## src/rtl/snd_tm_pkg.sv

```systemverilog
// Package: offsets and widths shared by the diagnostic register window.
package snd_tm_pkg;
    localparam int AW       = 5;
    localparam int DW       = 8;
    localparam int VOL_W    = 4;
    localparam int DLT_W    = 7;
    localparam int STEP_W   = 5;
    localparam int LOCK_BIT = 7;

    localparam logic [AW-1:0] OFS_STATUS = 5'h15;
    localparam logic [AW-1:0] OFS_LVL_SQ = 5'h18;
    localparam logic [AW-1:0] OFS_LVL_NT = 5'h19;
    localparam logic [AW-1:0] OFS_LVL_DS = 5'h1A;

    // One-hot read selection for the three diagnostic read offsets.
    typedef enum logic [2:0] {
        RSEL_NONE = 3'b000,
        RSEL_SQ   = 3'b001,
        RSEL_NT   = 3'b010,
        RSEL_DS   = 3'b100
    } rsel_e;
endpackage

```

## src/rtl/snd_tm_decode.sv

```systemverilog
// Address decoder: qualifies page accesses, selects the diagnostic read
// source, flags the diagnostic write, and computes bus isolation.
// Assumes addr is only meaningful while page_sel is high.
module snd_tm_decode
    import snd_tm_pkg::*;
(
    input  logic          test_en,
    input  logic          page_sel,
    input  logic [AW-1:0] addr,
    input  logic          rd_en,
    input  logic          wr_en,
    output rsel_e         rd_sel,
    output logic          wr_hit,
    output logic          isolate
);
    logic page_rd;
    logic page_wr;

    // Qualify the access with the page select.
    always_comb begin
        page_rd = page_sel && rd_en;
        page_wr = page_sel && wr_en;
    end

    // Choose which diagnostic read source, if any, is addressed.
    always_comb begin
        rd_sel = RSEL_NONE;
        if (page_rd && test_en) begin
            unique case (addr)
                OFS_LVL_SQ: rd_sel = RSEL_SQ;
                OFS_LVL_NT: rd_sel = RSEL_NT;
                OFS_LVL_DS: rd_sel = RSEL_DS;
                default:    rd_sel = RSEL_NONE;
            endcase
        end
    end

    // Diagnostic write and bus isolation decode.
    always_comb begin
        wr_hit  = page_wr && test_en && (addr == OFS_LVL_DS);
        isolate = page_rd && (test_en || (addr == OFS_STATUS));
    end

    always_comb begin
        if (!page_sel) p_no_page_r10: assert (!isolate && !wr_hit && rd_sel == RSEL_NONE);
        if (rd_sel != RSEL_NONE) p_sel_isolates_r5: assert (isolate);
    end
endmodule

```

## src/rtl/snd_tm_rdmux.sv

```systemverilog
// Read path: packs the live channel levels for the selected diagnostic
// offset into a registered read word. Assumes rd_sel is one-hot or zero.
module snd_tm_rdmux
    import snd_tm_pkg::*;
(
    input  logic             clk,
    input  logic             rst_n,
    input  logic             test_en,
    input  rsel_e            rd_sel,
    input  logic [VOL_W-1:0] sq1_dac,
    input  logic [VOL_W-1:0] sq2_dac,
    input  logic [VOL_W-1:0] tri_dac,
    input  logic [VOL_W-1:0] noi_dac,
    input  logic [DLT_W-1:0] dlt_dac,
    output logic [DW-1:0]    rdata,
    output logic             rd_valid
);
    logic [DW-1:0] packed_word;

    // Form the word for the selected offset; zero when nothing selected.
    always_comb begin
        packed_word = '0;
        unique case (rd_sel)
            RSEL_SQ: packed_word = {sq2_dac, sq1_dac};
            RSEL_NT: packed_word = {noi_dac, tri_dac};
            RSEL_DS: packed_word = DW'(dlt_dac);
            default: packed_word = '0;
        endcase
    end

    // Register the read result and its valid flag.
    always_ff @(posedge clk) begin
        if (!rst_n) begin
            rdata    <= '0;
            rd_valid <= 1'b0;
        end else begin
            rdata    <= packed_word;
            rd_valid <= (rd_sel != RSEL_NONE);
        end
    end

    p_valid_src_r1: assert property (@(posedge clk) disable iff (!rst_n)
        rd_valid |-> $past(rd_sel != RSEL_NONE));
    p_valid_needs_test_r7: assert property (@(posedge clk) disable iff (!rst_n)
        rd_valid |-> $past(test_en));
    p_ds_msb_zero_r3: assert property (@(posedge clk) disable iff (!rst_n)
        $past(rd_sel == RSEL_DS) |-> !rdata[DW-1]);
endmodule

```

## src/rtl/snd_tm_ctrl.sv

```systemverilog
// Control register: holds the lock flag and the forced triangle step,
// and emits a one-cycle load strobe on each diagnostic write.
module snd_tm_ctrl
    import snd_tm_pkg::*;
(
    input  logic              clk,
    input  logic              rst_n,
    input  logic              wr_hit,
    input  logic [DW-1:0]     wdata,
    output logic [STEP_W-1:0] tri_step,
    output logic              tri_load,
    output logic              freeze
);
    // Capture step and lock on a diagnostic write; pulse the load strobe.
    always_ff @(posedge clk) begin
        if (!rst_n) begin
            tri_step <= '0;
            tri_load <= 1'b0;
            freeze   <= 1'b0;
        end else begin
            tri_load <= wr_hit;
            if (wr_hit) begin
                tri_step <= wdata[STEP_W-1:0];
                freeze   <= wdata[LOCK_BIT];
            end
        end
    end

    p_load_from_write_r4: assert property (@(posedge clk) disable iff (!rst_n)
        tri_load |-> $past(wr_hit));
    p_freeze_hold_r7: assert property (@(posedge clk) disable iff (!rst_n)
        ($past(rst_n) && !$past(wr_hit)) |-> ($stable(freeze) && $stable(tri_step)));
endmodule

```

## src/rtl/snd_tm_regwin.sv

```systemverilog
// Top: diagnostic register window of the sound unit. Ties the decoder,
// read path and control register together and gates the bus clock while
// reset is held. Assumes rst_n is the same reset the CPU core sees.
module snd_tm_regwin
    import snd_tm_pkg::*;
(
    input  logic              clk,
    input  logic              rst_n,
    input  logic              test_en,
    input  logic              m2_src,
    input  logic              page_sel,
    input  logic [AW-1:0]     addr,
    input  logic              rd_en,
    input  logic              wr_en,
    input  logic [DW-1:0]     wdata,
    input  logic [VOL_W-1:0]  sq1_dac,
    input  logic [VOL_W-1:0]  sq2_dac,
    input  logic [VOL_W-1:0]  tri_dac,
    input  logic [VOL_W-1:0]  noi_dac,
    input  logic [DLT_W-1:0]  dlt_dac,
    output logic [DW-1:0]     rdata,
    output logic              rd_valid,
    output logic              bus_isolate,
    output logic [STEP_W-1:0] tri_step,
    output logic              tri_load,
    output logic              freeze,
    output logic              m2_out
);
    rsel_e rd_sel;
    logic  wr_hit;

    snd_tm_decode u_dec (
        .test_en (test_en),
        .page_sel(page_sel),
        .addr    (addr),
        .rd_en   (rd_en),
        .wr_en   (wr_en),
        .rd_sel  (rd_sel),
        .wr_hit  (wr_hit),
        .isolate (bus_isolate)
    );

    snd_tm_rdmux u_rd (
        .clk     (clk),
        .rst_n   (rst_n),
        .test_en (test_en),
        .rd_sel  (rd_sel),
        .sq1_dac (sq1_dac),
        .sq2_dac (sq2_dac),
        .tri_dac (tri_dac),
        .noi_dac (noi_dac),
        .dlt_dac (dlt_dac),
        .rdata   (rdata),
        .rd_valid(rd_valid)
    );

    snd_tm_ctrl u_ctl (
        .clk     (clk),
        .rst_n   (rst_n),
        .wr_hit  (wr_hit),
        .wdata   (wdata),
        .tri_step(tri_step),
        .tri_load(tri_load),
        .freeze  (freeze)
    );

    // Bus clock keeps running in reset only when test mode is on.
    always_comb begin
        m2_out = m2_src && (rst_n || test_en);
    end

    always_comb begin
        if (!rst_n && !test_en) p_m2_stopped_r8: assert (!m2_out);
        if (page_sel && rd_en && test_en) p_page_isolated_r6: assert (bus_isolate);
    end

    p_reset_clears_r9: assert property (@(posedge clk)
        !rst_n |=> (!freeze && !tri_load && !rd_valid && tri_step == '0));
endmodule

```

## config.mk

```make
export PLATFORM = sky130hd
export DESIGN_NAME = snd_tm_regwin
export DESIGN_NICKNAME = d
export VERILOG_FILES = /design/src/rtl/snd_tm_pkg.sv /design/src/rtl/snd_tm_decode.sv /design/src/rtl/snd_tm_rdmux.sv /design/src/rtl/snd_tm_ctrl.sv /design/src/rtl/snd_tm_regwin.sv
export SDC_FILE = /design/constraint.sdc
export NUM_CORES = 1
export LEC_CHECK = 0
export BUFFER_PORTS_ARGS = -buffer_cell sky130_fd_sc_hd__buf_4
export CORE_MARGIN = 4
export CORE_UTILIZATION = 40
export CTS_BUF_LIST = sky130_fd_sc_hd__clkbuf_16
export DETAILED_ROUTE_END_ITERATION = 6
export GPL_TIMING_DRIVEN = 0
export HOLD_SLACK_MARGIN = 0.08
export PLACE_DENSITY = 0.88
export SYNTH_ARGS = -nofsm -noshare
export SYNTH_HDL_FRONTEND = slang
export SYNTH_SLANG_ARGS = --single-unit
```

## constraint.sdc

```tcl
create_clock -name clk -period 2.6 [get_ports clk]
set_clock_uncertainty 0.2 [all_clocks]
set_input_delay 0.52 -clock clk [delete_from_list [all_inputs] [get_ports clk]]
set_output_delay 0.52 -clock clk [all_outputs]
set_load 0.02 [all_outputs]
```

==> metrics.txt, run 1 <==
crit-path max FO 10; port bufs 58; Final HPWL DP 1780 µm; Final Hold Viols 0; Clk pwr share 46.0%; Comb pwr share 14.9%; core area 1750 µm²; cell area after layout 1290 µm²; drt initial violations 7; Pre-Repair DR Iteration Count 4; Resize count post-CTS 0; DRC 0; number of synthesized flops with an enable pin 0; sequential element share of the synthesized area 42.9%; Final #Nets 188; vias per inst 4.71; Slew Limit Headroom 73.7%; commonest cells in the netlist nand2_1 (21), dfxtp_1 (16), mux2i_1 (14), a21oi_1 (9), or2_2 (7); cell family with most CP delay simple AND/OR/NAND/NOR gates; leak pwr 0.624 nW; Yosys top cell by area dfxtp_1; H-tree Lvls 1; crit path DAT 1630 ps; Max Fclk 425 MHz; Post-CTS Hold Buffers 0; setup TNS 0 ps; Slowest-stage cell, CP nor4bb_1; CP required 1880 ps; Sw Share 19.3%; largest net degree at the start of global routing 11; worst hold path class reg -> reg; vias in the first global route 888; final setup fails 0; P&R area growth vs syn 73.0%; Antenna Cells 0; cell with the most instances after synthesis nand2_1; M2 GR Usage 33.7%; Worst Setup End Kind output pin; final WL 2190 µm; Initial Util 42.8%; Sequential Power Share 39.1%; GRT met3 Usage 7.29%; post-CTS setup buffers 0; via count 796; Top-Level Pins 61; clock buffer count from CTS 3; CTS tree done; crit path time final 2350 ps; Synth top area share 42.9%; Most Used Layer, Global Route met2; Crit Path Class in -> out; GR Util met1 17.2%; Unique masters post-synth 16; Final Hold Slack 257 ps; fin. max-slew vios 0; Ys Warns 0; Syn Nets 125; #FFs+latches synth 16; Psw 0.000122 W; Final Wtd Congestion 0.704; grt total ovfl 0; Clock transition at path regs 50 ps; critical path buffer and inverter count 3; dominant synthesized flop cell dfxtp_1; average wire per standard cell 12.9 µm; CP Launch Type primary input; Sink Count 16; CTS root buffer clkbuf_16; status complete, no violations; Die Y 51.2 µm; Final Non-Filler Cells 169; DRT antenna net count 0; top cells by area, synth dfxtp_1 (43%), mux2i_1 (19%), nand2_1 (11%), a21oi_1 (6.0%), or2_2 (5.9%); Cells after Synth 82; GRT Util Overall 17.7%; Die Wd 51.2 µm; worst vdd ir 0.000299 V; unrepaired setup endpoints after global routing false; Cell Int Power 0.000510 W; Netlist Area Pre-Place 747 µm²; Crit path largest cell delay 420 ps; Power, Total 0.000631 W; layout cells sized above 1 51.4%; DIE AREA 2620 µm²; worst path cell trace buf_4 > clkbuf_1 > nor4bb_1 > a21oi_1 > nor2_1 > buf_4; initial antenna violation count 0; pwr/cell area 488 nW/µm²; Avg Inst Size Synth 9.11 µm²; Area after DPL 1210 µm²; most frequent CP cell buf_4; placed insts 165; Worst Tran Pin Value 394 ps; first-pass GRT wire length 3510 µm; period utilization 90.4%; CTS Buffer Depth 2; fraction of registers with async set/reset 0%; Filler cells 147; Worst-Skew Late Latency 240 ps; num rows 15; Max Cap Viol 0
-- metrics by stage --
| step | setup WS, ps | util [%] |
|---|---|---|
| 6_report | 249 | 74.1 |
| 5_1_grt | 145 | 74.1 |
| 4_1_cts | 232 | 74.1 |
| 3_5_place_dp | 322 | 69.5 |
| 3_3_place_gp | 398 | 69.5 |
| 2_1_floorplan | 556 | - |
-- registers in the layout, summed over array words and instances, names as in the netlist --
| register | count |
|---|---|
| u_ctl.tri_step | 5 |
| u_ctl.tri_load | 1 |
| u_rd.rd_valid | 1 |
| u_rd.rdata | 8 |
| u_ctl.freeze | 1 |
-- power by group through the flow --
stage / combinational, W / sequential, W / clock, W
global placement: 0.0000914 / 0.000251 / 0
CTS: 0.0000948 / 0.000247 / 0.000298
detailed placement: 0.0000938 / 0.000251 / 0
floorplan: 0.0000349 / 0.000252 / 0
finish: 0.0000939 / 0.000247 / 0.000290
global route: 0.000102 / 0.000246 / 0.000308
-- per-layer routing --
metal	vias to the layer above	routed length [µm]
li1	400	-
met1	353	802
met2	43	1130
met3	0	252
met4	0	0
met5	-	0
-- worst min-delay path: stages, from the launching register on --
cell	delay [ps]
dfxtp_1	300
nand2_1	50
mux2i_1	50
-- worst paths after layout --
| kind | start | to | slack (ps) | depth (start not counted) |
|---|---|---|---|---|
| worst max register to register | u_ctl.tri_step[1]$_SDFFE_PN0P_ | u_ctl.tri_step[1]$_SDFFE_PN0P_ | 1810 | 2 |
| worst max-delay path | addr[1] | bus_isolate | 250 | 6 |
| worst min register to register | u_ctl.tri_step[4]$_SDFFE_PN0P_ | u_ctl.tri_step[4]$_SDFFE_PN0P_ | 260 | 2 |
| worst min-delay path | u_ctl.tri_step[4]$_SDFFE_PN0P_ | u_ctl.tri_step[4]$_SDFFE_PN0P_ | 260 | 2 |
-- layout by cell type (no fill, tap or decap) --
cell and count:
buf_6 3, clkbuf_1 2, nand3_1 1, nor2_1 2
clkbuf_16 3, clkinv_1 1, buf_4 58, nor3_1 1
o21a_1 1, and4_4 1, nor4bb_1 1, and4b_1 1
nor2b_2 1, or2_2 7, mux2i_1 14, nand2_1 21
nand4_2 1, a21oi_1 9, dfxtp_1 16
-- area by class of cell --
cell class                      instances  area (µm²)  area share [%]
Sequential cell                        16         320            24.8
Timing Repair Buffer                   58         435            33.7
Tap cell                               25        31.3            2.42
Multi-Input combinational cell         61         385            29.8
Buffer                                  5        41.3            3.19
Clock inverter                          1        3.75           0.290
Clock buffer                            3        75.1            5.81
-- cell families after synthesis --
group | after synthesis | synth area share, %
AO/OA/AOI/OAI | 10 | 7.04
AND/OR/NAND/NOR | 37 | 25.8
flip-flops | 16 | 42.9
buffers and inverters | 5 | 5.53
multiplexers | 14 | 18.8
(Power assumes the default switching activity.)
==> run 2: changes to the inputs <==
--- a/config.mk
+++ b/config.mk
@@ -12,7 +12,9 @@
 export DETAILED_ROUTE_END_ITERATION = 6
 export GPL_TIMING_DRIVEN = 0
 export HOLD_SLACK_MARGIN = 0.08
-export PLACE_DENSITY = 0.88
+export PLACE_DENSITY = 0.86
+export SKIP_CTS_REPAIR_TIMING = 1
 export SYNTH_ARGS = -nofsm -noshare
 export SYNTH_HDL_FRONTEND = slang
+export SYNTH_HIERARCHICAL = 1
 export SYNTH_SLANG_ARGS = --single-unit
==> metrics.txt, run 2 <==
status complete, no violations; Setup WS post-layout 443 ps; Worst Setup End Kind flip-flop; period utilization 83.0%; vias per inst 5.02; layout cells sized above 1 50.3%; Clock transition at path regs 50 ps; Hold Path Cell Cnt 2; worst vdd ir 0.000239 V; drt initial violations 13; Worst Tran Pin Value 623 ps; vias in the first global route 825; fraction of registers with async set/reset 0%; crit-path max FO 7; average wire per standard cell 14.0 µm; clock buffer count from CTS 3; initial antenna violation count 0; DRT antenna net count 0; final setup fails 0; Synth top area share 39.9%; number of synthesized flops with an enable pin 0; Cells after Synth 83; most common cell after layout, fill and taps aside buf_4; #FFs+latches synth 16; worst hold path class reg -> reg; Power, Total 0.000610 W; Syn Nets 126; Sink Count 16; Post-Place Setup Slack -86.8 ps; Die Wd 52.8 µm; Final Hold Viols 0; max FFs per register 8; CP Launch Type primary input; crit path DAT 2120 ps; P&R area growth vs syn 68.7%; port bufs 58; Pre-Repair DR Iteration Count 4; CTS Buffer Depth 2; largest net degree at the start of global routing 12; dominant synthesized flop cell dfxtp_1; worst r2r path cells 2; Top-Level Pins 61; cell area after layout 1360 µm²; most frequent cells in the layout buf_4 (59), dfxtp_1 (16), a21oi_1 (8); CTS root buffer clkbuf_16; Ys Warns 6; Slew Limit Headroom 58.3%; commonest cells in the netlist dfxtp_1 (16), a21oi_1 (8), a32oi_1 (7), nand2_1 (7); Area after DPL 1270 µm²; biggest regs u_rd/rdata: 8 flops, u_ctl/tri_step: 5 flops; Die Y 52.8 µm; GRT Util Overall 17.3%; num rows 15; final WL 2390 µm; Antenna Cells 0; CP required 2570 ps; grt total ovfl 0; Final HPWL DP 1870 µm; Yosys top cell by area dfxtp_1; unrepaired setup endpoints after global routing false; via count 853; Largest Register u_rd/rdata; H-tree Lvls 1; fin. max-slew vios 0; Netlist Area Pre-Place 803 µm²; Avg Inst Size Synth 9.68 µm²; top cells by area, synth dfxtp_1 (40%), a32oi_1 (7.6%), mux2i_1 (7.5%), a21oi_1 (5.0%), and2_1 (4.7%); Max Fclk 464 MHz; sequential element share of the synthesized area 39.9%; worst path cell trace buf_4 > nand4b_4 > nor4b_2 > nor3b_2 > a32oi_1 > a21oi_1; leak pwr 0.592 nW; Crit path largest cell delay 540 ps; Final Non-Filler Cells 170; setup TNS 0 ps; CTS tree done; Final Wtd Congestion 0.690; Initial Util 44.1%; Crit Path Class in -> reg; Final #Nets 189; cell with the most instances after synthesis dfxtp_1; Worst-Skew Late Latency 240 ps; Slowest-stage cell, CP nor3b_2; core area 1820 µm²; first-pass GRT wire length 3560 µm; DIE AREA 2790 µm²; Max Cap Viol 0; crit path time final 2160 ps; placed insts 166; pwr/cell area 450 nW/µm²; Unique masters post-synth 31; DRC 0; Filler cells 137
==> run 2: changes by cell type in the layout (fill, tap and decap cells not counted), moves of 6 or more <==
cell     before  now
or2_2         7    0
mux2i_1      14    6
a32oi_1       0    7
nor2b_1       0    6
nand2_1      21    7
and2_1        0    6
==> run 2: report_power, final <==
group	switching (W)	total (W)	internal (W)
registers	0.000000137	0.000246	0.000246
logic	0.0000240	0.0000717	0.0000477
clock network	0.0000881	0.000292	0.000203
total	0.000112	0.000610	0.000497
==> run 2: layout make-up <==
type | count | area (µm²) | area share [%]
plain buffers | 3 | 23.8 | 1.75
clock buffers | 3 | 75.1 | 5.54
clock inverters | 1 | 3.75 | 0.277
inverters | 2 | 7.51 | 0.554
multi-input cells | 62 | 458 | 33.8
flip-flops and latches | 16 | 320 | 23.6
well taps | 25 | 31.3 | 2.31
repair buffers | 58 | 435 | 32.1
==> run 2: worst paths after layout <==
kind                                        from                              to  slack [ps]
setup / recovery                         addr[2]        u_rd/rdata[0]$_SDFF_PN0_         440
hold / removal    u_ctl/tri_step[0]$_SDFFE_PN0P_  u_ctl/tri_step[0]$_SDFFE_PN0P_         320
setup reg to reg  u_ctl/tri_step[4]$_SDFFE_PN0P_  u_ctl/tri_step[4]$_SDFFE_PN0P_        1790
hold reg to reg   u_ctl/tri_step[0]$_SDFFE_PN0P_  u_ctl/tri_step[0]$_SDFFE_PN0P_         320
==> run 2: cells by family after synthesis <==
logic type / count (synthesis) / synth area share (%)
compound gates: 20 / 18.4
flops: 16 / 39.9
xor+xnor: 1 / 1.09
mux: 6 / 7.48
simple gates: 35 / 29.3
buf+inv: 5 / 3.89
==> run 2: worst max-delay path, delay by kind of cell <==
kind | cells | cell delay (ps)
and+or+nand+nor | 3 | 1180
AOI/OAI and AO/OA | 2 | 310
buffers and inverters | 1 | 110
==> run 2: per-layer routing <==
| metal | up-vias | routed length (µm) | track usage (%) |
|---|---|---|---|
| met4 | 0 | 42 | 7.66 |
| met1 | 388 | 891 | 17.7 |
| met2 | 31 | 1310 | 33.3 |
| li1 | 430 | - | - |
| met3 | 4 | 142 | 3.13 |
| met5 | - | 0 | 0 |
==> run 2: metrics by stage <==
stage,utilization (%),hold slack (ps)
finish,74.4,320
global route,74.4,329
CTS,74.1,326
detailed placement,69.8,312
global placement,69.8,301
floorplan,-,389
==> run 3: changes to the inputs <==
--- a/config.mk
+++ b/config.mk
@@ -7,12 +7,12 @@
 export LEC_CHECK = 0
 export BUFFER_PORTS_ARGS = -buffer_cell sky130_fd_sc_hd__buf_4
 export CORE_MARGIN = 4
-export CORE_UTILIZATION = 40
+export CORE_UTILIZATION = 35
 export CTS_BUF_LIST = sky130_fd_sc_hd__clkbuf_16
 export DETAILED_ROUTE_END_ITERATION = 6
 export GPL_TIMING_DRIVEN = 0
 export HOLD_SLACK_MARGIN = 0.08
-export PLACE_DENSITY = 0.86
+export PLACE_DENSITY = 0.81
 export SKIP_CTS_REPAIR_TIMING = 1
 export SYNTH_ARGS = -nofsm -noshare
 export SYNTH_HDL_FRONTEND = slang
==> constraint.sdc (replaced) <==
create_clock -name clk -period 1.9 [get_ports clk]
set_clock_uncertainty 0.2 [all_clocks]
set_input_delay 0.38 -clock clk [delete_from_list [all_inputs] [get_ports clk]]
set_output_delay 0.38 -clock clk [all_outputs]
set_load 0.02 [all_outputs]
==> metrics.txt, run 3 (synthesis gave the netlist of run 2 again) <==
DIE AREA 3130 µm²; CTS root buffer clkbuf_16; largest net degree at the start of global routing 12; port bufs 58; Clock transition at path regs 50 ps; cell area after layout 1460 µm²; worst vdd ir 0.000401 V; CP Launch Type primary input; Sink Count 16; worst hold path class in -> reg; fin. max-slew vios 0; first-pass GRT wire length 3830 µm; CTS tree done; Die Wd 55.9 µm; max FFs per register 8; final setup fails 1; Worst Setup End Kind flip-flop; Power, Total 0.000851 W; setup TNS -10.1 ps; DRC 0; Antenna Cells 0; via count 861; crit path DAT 1840 ps; most common cell after layout, fill and taps aside buf_4; crit-path max FO 8; Final #Nets 191; vias in the first global route 847; leak pwr 0.628 nW; Final Wtd Congestion 0.692; grt total ovfl 0; Initial Util 36.7%; r2r setup slk 1090 ps; Most Used Layer, Global Route met2; Seq. cell area 320 µm²; initial antenna violation count 0; Slew Limit Headroom 57.3%; GRT met3 Usage 2.32%; crit path time final 1910 ps; GRT Util Overall 15.6%; Setup WS post-layout -10.1 ps; P&R area growth vs syn 81.5%; vias per inst 4.92; Worst Tran Pin Value 638 ps; Max Cap Viol 0; clock buffer count from CTS 3; drt initial violations 10; Crit Path Class in -> reg; Largest Register u_rd/rdata; Pre-Repair DR Iteration Count 4; Die Y 55.9 µm; average wire per standard cell 14.9 µm; layout cells sized above 1 55.1%; multi-input logic area 534 µm²; M2 GR Usage 29.2%; num rows 17; Max Fclk 524 MHz; pwr/cell area 583 nW/µm²; DRT antenna net count 0; Final Hold Viols 0; core area 2190 µm²; failing checks negative setup slack; GR Util met1 17.5%; Worst-Skew Late Latency 240 ps; Filler cells 184; Top-Level Pins 61; CTS Buffer Depth 2; period utilization 101%; status finished with violations; unrepaired setup endpoints after global routing true; final WL 2600 µm; Final HPWL DP 1890 µm; Area after DPL 1280 µm²; biggest regs u_rd/rdata: 8 flops, u_ctl/tri_step: 5 flops; H-tree Lvls 1; most frequent cells in the layout buf_4 (59), dfxtp_1 (16), nand2_1 (7); CP required 1830 ps
run 3: cell types whose count changed in the layout (fill, tap and decap cells not counted), moves of 2 or more:
| cell | delta |
|---|---|
| a21oi_1 | -2 |
| a21oi_2 | +2 |
| a32oi_1 | -3 |
| a32oi_2 | +2 |
| buf_6 | +2 |
run 3: worst paths after layout:
check                                      start                        endpoint  cells after the start
hold reg to reg   u_ctl/tri_step[3]$_SDFFE_PN0P_  u_ctl/tri_step[3]$_SDFFE_PN0P_                      2
hold / removal                        tri_dac[3]        u_rd/rdata[3]$_SDFF_PN0_                      3
setup reg to reg  u_ctl/tri_step[4]$_SDFFE_PN0P_  u_ctl/tri_step[4]$_SDFFE_PN0P_                      2
setup / recovery                         addr[2]        u_rd/rdata[4]$_SDFF_PN0_                      7
run 3: where the power goes:
part / total [W] / switching (W) / internal [W]
Combinational: 0.000106 / 0.0000383 / 0.0000673
Clock: 0.000408 / 0.000129 / 0.000279
Sequential: 0.000337 / 0.000000214 / 0.000337
Total: 0.000851 / 0.000168 / 0.000683
run 3: metrics by stage:
stage               setup slack, ps  utilization (%)  hold slack (ps)  std cells
finish                        -10.1             66.5              183        175
global placement               -263             58.4              296        169
floorplan                      4.30                -              308         83
CTS                            -140             62.0              185        173
detailed placement             -400             58.4              315        169
global route                  -99.1             66.5              183        175
run 3: cell type report:
| cell class | count | share of cell area, % |
|---|---|---|
| clock buffers | 3 | 5.15 |
| well taps | 28 | 2.40 |
| clock inverters | 1 | 0.258 |
| multi-input cells | 62 | 36.7 |
| repair buffers | 60 | 31.2 |
| plain buffers | 3 | 1.89 |
| inverters | 2 | 0.515 |
| flip-flops and latches | 16 | 22.0 |
run 3: layer usage:
metal | part of all wire, % | routed length, µm
met4 | 0.54 | 14
met2 | 59 | 1540
met1 | 36 | 932
met5 | 0 | 0
met3 | 4.6 | 119
run 3: critical path, stage by stage:
cell and delay (ps):
buf_6 90, nand4b_4 230, nor4b_4 450, and2b_1 240, buf_6 140, a32oi_1 220
a21oi_1 90
